## src/rtl/ptg_pkg.sv

```systemverilog
// Package: shared helpers for the tick generator.
// Assumes: channel indices below the split point use prescaler 0.
package ptg_pkg;

    // Select which prescaler feeds a channel
    function automatic int unsigned pre_of_channel(input int unsigned ch,
                                                   input int unsigned split);
        return (ch < split) ? 0 : 1;
    endfunction

endpackage

```

## src/rtl/ptg_cfg_regs.sv

```systemverilog
// Module: configuration word storage and change detection.
// Holds the prescale word and the divider word, both fully writable.
// Flags a prescale restart on a prescale-word write, and flags each
// channel whose divider field a divider-word write changes.
// Assumes: a single write port; the readback is the stored word.
module ptg_cfg_regs #(
    parameter int unsigned      WORD_W  = 32,
    parameter int unsigned      NUM_CH  = 5,
    parameter int unsigned      SEL_W   = 4,
    parameter logic [WORD_W-1:0] PRE_RST = 32'h0000_0101,
    parameter logic [WORD_W-1:0] DIV_RST = 32'h0000_0000
) (
    input  logic              clk,
    input  logic              rst_n,
    input  logic              wr_en,
    input  logic              wr_sel,
    input  logic [WORD_W-1:0] wr_data,
    output logic [WORD_W-1:0] pre_word,
    output logic [WORD_W-1:0] div_word,
    output logic              pre_load,
    output logic [NUM_CH-1:0] sel_clr
);

    // Store the addressed word on a write
    always_ff @(posedge clk) begin
        if (!rst_n) begin
            pre_word <= PRE_RST;
            div_word <= DIV_RST;
        end else if (wr_en) begin
            if (wr_sel) div_word <= wr_data;
            else        pre_word <= wr_data;
        end
    end

    // Prescale-word write restarts every prescaler and divider
    always_comb pre_load = wr_en && !wr_sel;

    // Per channel: a divider-word write that changes the field clears it
    for (genvar c = 0; c < NUM_CH; c++) begin : g_clr
        always_comb sel_clr[c] = wr_en && wr_sel &&
            (wr_data[c*SEL_W +: SEL_W] != div_word[c*SEL_W +: SEL_W]);
    end

    p_reset_words_r5: assert property (@(posedge clk) disable iff (!rst_n)
        $rose(rst_n) |-> (pre_word == PRE_RST && div_word == DIV_RST));

    p_hold_without_write_r8: assert property (@(posedge clk) disable iff (!rst_n)
        !wr_en |=> ($stable(pre_word) && $stable(div_word)));

endmodule

```

## src/rtl/ptg_prescaler.sv

```systemverilog
// Module: one shared prescaler.
// A free-running down counter. It strobes in every cycle in which it
// holds zero, then reloads from the current prescale value.
// Assumes: load takes priority and restarts the count from load_val.
module ptg_prescaler #(
    parameter int unsigned       PRE_W   = 8,
    parameter logic [PRE_W-1:0]  RST_CNT = 8'd1
) (
    input  logic             clk,
    input  logic             rst_n,
    input  logic [PRE_W-1:0] period_i,
    input  logic             load_i,
    input  logic [PRE_W-1:0] load_val,
    output logic             stb_o
);

    logic [PRE_W-1:0] cnt;

    // Count down, reload at zero, restart on load
    always_ff @(posedge clk) begin
        if (!rst_n)          cnt <= RST_CNT;
        else if (load_i)     cnt <= load_val;
        else if (cnt == '0)  cnt <= period_i;
        else                 cnt <= cnt - 1'b1;
    end

    // Strobe while the counter sits at zero
    always_comb stb_o = (cnt == '0);

    p_gap_after_strobe_r1: assert property (@(posedge clk) disable iff (!rst_n)
        (stb_o && !load_i && period_i != '0) |=> !stb_o);

    p_restart_delays_strobe_r6: assert property (@(posedge clk) disable iff (!rst_n)
        (load_i && load_val != '0) |=> !stb_o);

endmodule

```

## src/rtl/ptg_divider.sv

```systemverilog
// Module: per-channel power-of-two divider.
// Counts prescaler strobes and ticks on every 2^N-th strobe. Select values
// above MAX_SEL saturate to MAX_SEL.
// Assumes: clr has priority over a strobe in the same cycle.
module ptg_divider #(
    parameter int unsigned SEL_W   = 4,
    parameter int unsigned MAX_SEL = 4
) (
    input  logic             clk,
    input  logic             rst_n,
    input  logic             stb_i,
    input  logic             clr_i,
    input  logic [SEL_W-1:0] sel_i,
    output logic             tick_o
);

    localparam int unsigned EFF_W = $clog2(MAX_SEL + 1);

    logic [MAX_SEL-1:0] dcnt;
    logic [EFF_W-1:0]   eff_sel;
    logic [MAX_SEL-1:0] mask;

    // Saturate the divider select
    always_comb eff_sel = (sel_i > SEL_W'(MAX_SEL)) ? EFF_W'(MAX_SEL) : EFF_W'(sel_i);

    // Low-bit mask of width eff_sel
    always_comb mask = ~({MAX_SEL{1'b1}} << eff_sel);

    // Count strobes; clear on a restart request
    always_ff @(posedge clk) begin
        if (!rst_n)      dcnt <= '0;
        else if (clr_i)  dcnt <= '0;
        else if (stb_i)  dcnt <= dcnt + 1'b1;
    end

    // Tick on the strobe that completes a 2^N group
    always_comb tick_o = stb_i && ((dcnt & mask) == mask);

    p_tick_on_strobe_r2: assert property (@(posedge clk) disable iff (!rst_n)
        tick_o |-> stb_i);

    p_clear_restarts_r7: assert property (@(posedge clk) disable iff (!rst_n)
        clr_i |=> (!tick_o || eff_sel == '0));

endmodule

```

## src/rtl/pwm_tick_gen.sv

```systemverilog
// Module: top of the tick generator.
// Two shared prescalers feed NUM_CH channel dividers. Channels below
// SPLIT_CH use prescaler 0, and the rest use prescaler 1.
// Assumes: WORD_W holds NUM_CH select fields and two prescale fields.
module pwm_tick_gen #(
    parameter int unsigned       NUM_CH   = 5,
    parameter int unsigned       SPLIT_CH = 2,
    parameter int unsigned       PRE_W    = 8,
    parameter int unsigned       SEL_W    = 4,
    parameter int unsigned       MAX_SEL  = 4,
    parameter int unsigned       WORD_W   = 32,
    parameter logic [WORD_W-1:0] PRE_RST  = 32'h0000_0101,
    parameter logic [WORD_W-1:0] DIV_RST  = 32'h0000_0000
) (
    input  logic              clk,
    input  logic              rst_n,
    input  logic              cfg_wr_en,
    input  logic              cfg_wr_sel,
    input  logic [31:0]       cfg_wr_data,
    output logic [31:0]       pre_word_o,
    output logic [31:0]       div_word_o,
    output logic [NUM_CH-1:0] tick_o
);
    import ptg_pkg::*;

    localparam int unsigned NUM_PRE = 2;

    logic [WORD_W-1:0]  pre_word;
    logic [WORD_W-1:0]  div_word;
    logic               pre_load;
    logic [NUM_CH-1:0]  sel_clr;
    logic [NUM_PRE-1:0] pre_stb;

    ptg_cfg_regs #(
        .WORD_W (WORD_W),
        .NUM_CH (NUM_CH),
        .SEL_W  (SEL_W),
        .PRE_RST(PRE_RST),
        .DIV_RST(DIV_RST)
    ) u_cfg (
        .clk     (clk),
        .rst_n   (rst_n),
        .wr_en   (cfg_wr_en),
        .wr_sel  (cfg_wr_sel),
        .wr_data (cfg_wr_data),
        .pre_word(pre_word),
        .div_word(div_word),
        .pre_load(pre_load),
        .sel_clr (sel_clr)
    );

    // Readback ports mirror the stored words
    always_comb begin
        pre_word_o = pre_word;
        div_word_o = div_word;
    end

    for (genvar g = 0; g < NUM_PRE; g++) begin : g_pre
        ptg_prescaler #(
            .PRE_W  (PRE_W),
            .RST_CNT(PRE_RST[g*PRE_W +: PRE_W])
        ) u_pre (
            .clk     (clk),
            .rst_n   (rst_n),
            .period_i(pre_word[g*PRE_W +: PRE_W]),
            .load_i  (pre_load),
            .load_val(cfg_wr_data[g*PRE_W +: PRE_W]),
            .stb_o   (pre_stb[g])
        );
    end

    for (genvar c = 0; c < NUM_CH; c++) begin : g_div
        localparam int unsigned SRC = pre_of_channel(c, SPLIT_CH);
        ptg_divider #(
            .SEL_W  (SEL_W),
            .MAX_SEL(MAX_SEL)
        ) u_div (
            .clk   (clk),
            .rst_n (rst_n),
            .stb_i (pre_stb[SRC]),
            .clr_i (pre_load || sel_clr[c]),
            .sel_i (div_word[c*SEL_W +: SEL_W]),
            .tick_o(tick_o[c])
        );
    end

    p_group_ticks_r2: assert property (@(posedge clk) disable iff (!rst_n)
        (tick_o[0] && !pre_load) |-> pre_stb[0]);

endmodule

```

## config.mk

```make
export PLATFORM = sky130hd
export DESIGN_NAME = pwm_tick_gen
export DESIGN_NICKNAME = d
export VERILOG_FILES = /design/src/rtl/ptg_pkg.sv /design/src/rtl/ptg_cfg_regs.sv /design/src/rtl/ptg_prescaler.sv /design/src/rtl/ptg_divider.sv /design/src/rtl/pwm_tick_gen.sv
export SDC_FILE = /design/constraint.sdc
export NUM_CORES = 1
export LEC_CHECK = 0
export BUFFER_PORTS_ARGS = -buffer_cell sky130_fd_sc_hd__buf_2
export CORE_UTILIZATION = 55
export DETAILED_ROUTE_END_ITERATION = 10
export PLACE_DENSITY = 0.78
export SLEW_MARGIN = 20
export SYNTH_ARGS = -nofsm -noshare
export SYNTH_HDL_FRONTEND = slang
export SYNTH_HIERARCHICAL = 1
export SYNTH_SLANG_ARGS = --single-unit
```

## constraint.sdc

```tcl
create_clock -name clk -period 2.6 [get_ports clk]
set_input_delay 0.39 -clock clk [delete_from_list [all_inputs] [get_ports clk]]
set_output_delay 0.39 -clock clk [all_outputs]
set_load 0.01 [all_outputs]
```

Yosys cells after proc, flatten, opt, wreduce, memory -nomap -nowiden
Cells that the tools add are included.
{"block": "op_classes", "n_addsub": 7, "multipliers": 0, "div_mod_pow": 0, "magnitude_cmp": 5, "eq_ne": 10, "shift": 5, "mux": 9, "n_bitwise": 12, "n_reduce_logical": 27}
{"operator": "$mux 8", "count": 4}
{"operator": "$add 4x1->4 const B", "count": 5}
{"operator": "$and 4x4->4", "count": 5}
{"operator": "$eq 4x4->1", "count": 5}
{"operator": "$gt 4x3->1 const B", "count": 5}
{"operator": "$ne 4x4->1", "count": 5}
{"operator": "$not 4->4", "count": 5}
{"operator": "$shl 4x3->4 const A", "count": 5}
{"operator": "$logic_not 8->1", "count": 2}
{"operator": "$sub 8x1->8 const B", "count": 2}
{"operator": "$mux 3", "count": 5}
{"operator": "$logic_and 1x1->1", "count": 12}
{"operator": "$reduce_or 2->1", "count": 5}
{"operator": "$logic_or 1x1->1", "count": 5}
{"operator": "$reduce_and 2->1", "count": 2}
{"operator": "$not 1->1", "count": 2}
{"operator": "$logic_not 1->1", "count": 1}
{"block": "totals", "register_bits": 100, "latchBits": 0, "ramBits": 0, "romBits": 0, "input_bits": 36, "out_inout_bits": 69, "word_cells": 84, "mem_count": 0}

Logic depth before layout (Yosys ltp)
{"block": "logic_depth", "depth_word": 7, "depth_mapped": 8, "depth_no_buf": 6}

Cells and area by module
Netlist, hierarchy kept.
{"module": "ptg_cfg_regs", "n_inst": 1, "cells_each": 306, "area_each_um2": 2696.3, "seq_area_each_um2": 1281.2}
{"module": "ptg_prescaler", "n_inst": 2, "cells_each": 60, "area_each_um2": 501.7, "seq_area_each_um2": 160.2}
{"module": "ptg_divider", "n_inst": 5, "cells_each": 23, "area_each_um2": 197.7, "seq_area_each_um2": 80.1}
{"module": "pwm_tick_gen", "n_inst": 1, "cells_each": 5, "area_each_um2": 31.3, "seq_area_each_um2": 0.0}

Least setup slack after synthesis
OpenSTA, ideal clock, no wires.
{"block": "synth_timing", "path_type": "register to output", "start": "register g_pre[1].u_pre.cnt[4]", "end": "output port tick_o[2]", "t_arrival_ns": 1.518, "t_required_ns": 2.210, "slack_ns": 0.692, "path_stages_with_launch": 6, "n_path_buf": 1, "path_cell_list": "dfxtp_1 > nor4_1 > and3_1 > buf_6 > o21ai_0 > a211oi_1"}
{"block": "synth_via", "elab_chain_len": 2}
{"item": "start: declaration", "line_no": "ptg_prescaler.sv:17", "text": "logic [PRE_W-1:0] cnt;"}
{"item": "start signal: assignment", "line_no": "ptg_prescaler.sv:22", "text": "else if (load_i) cnt <= load_val;"}
{"item": "start signal: assignment", "line_no": "ptg_prescaler.sv:23", "text": "else if (cnt == '0) cnt <= period_i;"}
{"item": "start signal: assignment", "line_no": "ptg_prescaler.sv:24", "text": "else cnt <= cnt - 1'b1;"}
{"item": "$logic_not 8->1", "line_no": "ptg_prescaler.sv:28", "text": "always_comb stb_o = (cnt == '0);"}
{"item": "via pre_stb[1]", "line_no": "pwm_tick_gen.sv:32", "text": "logic [NUM_PRE-1:0] pre_stb;"}
{"item": "$logic_and 1x1->1", "line_no": "ptg_divider.sv:37", "text": "always_comb tick_o = stb_i && ((dcnt & mask) == mask);"}
{"item": "end: declaration", "line_no": "pwm_tick_gen.sv:22", "text": "output logic [NUM_CH-1:0] tick_o"}
The timed path passes the listed nets, and every way through them passes these cells.

Final worst setup path
{"block": "layout_timing", "start": "register g_pre[0].u_pre.cnt[4]", "end": "output port tick_o[0]"}
{"block": "layout_via", "elab_chain_len": 2}
{"item": "start: declaration", "line_no": "ptg_prescaler.sv:17"}
{"item": "start signal: assignment", "line_no": "ptg_prescaler.sv:22"}
{"item": "start signal: assignment", "line_no": "ptg_prescaler.sv:23"}
{"item": "start signal: assignment", "line_no": "ptg_prescaler.sv:24"}
{"item": "$logic_not 8->1", "line_no": "ptg_prescaler.sv:28"}
{"item": "via pre_stb[0]", "line_no": "pwm_tick_gen.sv:32"}
{"item": "$logic_and 1x1->1", "line_no": "ptg_divider.sv:37"}
The timed path passes the listed nets, and every way through them passes these cells.

==> results_dict.tcl <==
set metrics [dict create \
    nFillCells 710 \
    finClkSkew_ns 0.00934 \
    syn_inst 546 \
    tns_ns 0 \
    power_density_nw_per_um2 621 \
    crit_fanout 8 \
    peakVddDrop_v 0.000396 \
    layout-drive-gt1-share_pct 22.5 \
    clk_pin_slew_ns 0.09 \
    vias 4059 \
    hold_viol_final 0 \
    r2r_slack_ns 0.72 \
    synth-seq-cells 100 \
    slowest_stage "nor4_1" \
    io_pins 105 \
    fin_total_pwr_mw 3.40 \
    clock_latency_ns 0.35 \
    cts_root_buffer "clkbuf_8" \
    core.rowCount 33 \
    rsz0062_at_grt "no" \
    end_kind "primary output" \
    reg2reg_depth 6 \
    path_delay_family "simple AND/OR/NAND/NOR gates" \
    whs_path_depth 3 \
    required_ns 2.21 \
    io_buffers 104 \
    cap_violations 0 \
    antenna_found_initial 0 \
    design.die.area_um2 8960 \
    async_reset_ff_share_pct 0 \
    finalCriticalPeriod_ns 2.43 \
    synthTopCellsByArea "dfxtp_1 (42%), nand2_1 (12%), a21boi_1 (6.8%)" \
    post-route-util_pct 66.3 \
    hold_path.class "in2reg" \
    start_util_pct 57.2 \
    grt_util_all_layers_pct 25.0 \
    ys_warn_count 6 \
    syn_avg_cell_area_um2 8.64 \
    finalNonFillerCells 754 \
    r2r-start "g_pre[1].u_pre/cnt[4]" \
    syn_to_final_growth_pct 15.9 \
    gp_congestion 0.866 \
    drtIter0Drc 166 \
    dp.cells 738 \
    tightest_slew_ns 0.575 \
    timing.hold.ws_ns 0.285 \
    arrival_ns 2.04 \
    grt_pass1_wl_um 17600 \
    syn_nets 591 \
    diodes 0 \
    fp.dieH_um 94.6 \
    yosys.area.top_type "dfxtp_1" \
    startpoint_type "register" \
    dp_hpwl_um 7640 \
    routed_via_density 5.38 \
    finalCritPeriodShare_pct 93.5 \
    die-width_um 94.6 \
    max_stage_delay_ns 0.44 \
    status "finished, final reports clean" \
    drt-total-wl_um 11000 \
    nets 689 \
    synthDistinctLibCells 41 \
    crit_buf_inv 1 \
    ys.flop_type "dfxtp_1" \
    synth.cell_area_um2 4720 \
    h-tree-depth 3 \
    min_to "u_cfg/pre_word[29]" \
    grt-ovfl-total 0 \
    drc 0 \
    cts_sinks 100 \
    detail-route-antenna-nets 0 \
    cts_tree "done" \
    reg2reg_to "g_div[2].u_div/dcnt[3]" \
    worstSetupPathType "reg2out" \
    synth_top_area_share_pct 42.4 \
    drtPass1Iterations 5 \
    crit_chain "nor4_1 -> and3_2 -> o21ai_0 -> a211oi_1 -> buf_2" \
    grt_start_max_net_pins 44 \
    hold_start "cfg_wr_data[29]" \
    fp.coreArea_um2 8260 \
    cts_buffer_depth 2 \
    setup_viol 0 \
    ys_seq_area_share_pct 42.4 \
    leakage_nw 2.30 \
    cts_buffers 9 \
    grt_pass1_vias 3773 \
    fmax_mhz 411 \
    slew_headroom_pct 61.5 \
    synth-edff-count 0 \
    slew_violations 0 \
    wl_per_cell_um 14.5 \
]
-- state kept, by name, indices dropped and copies added (netlist names) --
signal            flops
u_cfg/pre_word       32
u_cfg/div_word       32
g_pre.u_pre/cnt      16
g_div.u_div/dcnt     20
-- cell families after synthesis --
kind of cell	share of synthesized area (%)
AOI/OAI and AO/OA	18.5
xor gates and xnor gates	7.98
adders and majority gates	2.39
buffers and inverters	5.33
DFF	42.4
muxes	3.61
and+or+nand+nor	19.8
-- metrics by stage --
stage | instance area [um^2] | setup WS (ns)
after floorplan | 4720 | 0.692
after global placement | 5250 | 0.498
after detailed placement | 5250 | 0.440
after CTS | 5460 | 0.0535
after global routing | 5470 | 0.0212
final | 5470 | 0.168
-- synth_stat cells, drive strengths merged (5+ instances only) --
cell type,number
a211oi,5
a21boi,62
a41oi,10
buf,20
clkbuf,5
dfxtp,100
ha,9
inv,15
mux2i,17
nand2,148
nand2b,6
nand4,5
nor2,32
o21ai,22
or2,5
xnor2,27
xor2,16
-- layout by cell type, fill, tap and decap left out, drive strengths merged --
| cell type | n |
|---|---|
| nand2 | 148 |
| clkbuf | 12 |
| a22o | 2 |
| clkinvlp | 1 |
| a32oi | 2 |
| xnor2 | 27 |
| nand4 | 5 |
| inv | 15 |
| xor2 | 16 |
| a41oi | 10 |
| nor4 | 2 |
| nor3 | 4 |
| buf | 112 |
| clkinv | 2 |
| or3 | 2 |
| bufinv | 2 |
| a211oi | 5 |
| nor2 | 32 |
| and2 | 3 |
| o31ai | 2 |
| nor2b | 4 |
| and3 | 2 |
| nand2b | 6 |
| a21oi | 4 |
| dfxtp | 100 |
| a21boi | 62 |
| a22oi | 2 |
| or2 | 5 |
| ha | 9 |
| a31oi | 2 |
| nand3 | 2 |
| mux2i | 17 |
| or4 | 2 |
| o41ai | 2 |
| o21ai | 22 |
| nor3b | 4 |
-- cell type report --
type	instances	area, um^2	area share (%)
clock inverters	4	72.6	1.33
multi-input cells	405	2470	45.2
inverters	16	65.1	1.19
repair buffers	112	581	10.6
flip-flops and latches	100	2000	36.6
clock buffers	12	145	2.65
well taps	105	131	2.40
-- per-layer routing --
layer  routed length, um  global-route usage (%)  part of all wire (%)  vias up
met3                 844                    5.96                   7.7       10
met2                4980                    40.8                    45      150
met1                5040                    32.4                    46     1880
li1                    -                       -                     -     2019
met5                   0                       0                     0        -
met4                  98                    7.83                  0.89        0
-- tightest hold or removal path: stages --
cell and delay, ns:
buf_2 0.10, nand2_1 0.05, a21boi_1 0.05
-- power breakdown --
part / switching, mW / internal (mW) / total (mW)
sequential: 0.0942 / 1.62 / 1.71
combinational: 0.336 / 0.271 / 0.607
clock: 0.509 / 0.569 / 1.08
-- worst max path at each step --
stage,start,endpoint,cells past startpoint
after floorplan,g_pre[1].u_pre/cnt[4],tick_o[2],5
after global placement,g_pre[1].u_pre/cnt[4],tick_o[3],5
after detailed placement,g_pre[1].u_pre/cnt[4],tick_o[3],5
after CTS,g_pre[0].u_pre/cnt[4],tick_o[0],5
after global routing,g_pre[0].u_pre/cnt[4],tick_o[0],5
final,g_pre[0].u_pre/cnt[4],tick_o[0],5
-- what timing repair did --
item / 4_1_cts / 5_1_grt
hold buffers: 0 / 0
gates resized for setup: 1 / 2
endpoints found under the hold margin: 0 / 0
setup endpoints to repair: 3 / 5
setup buffers: 0 / 0
Power figures use the tool's default switching activity.
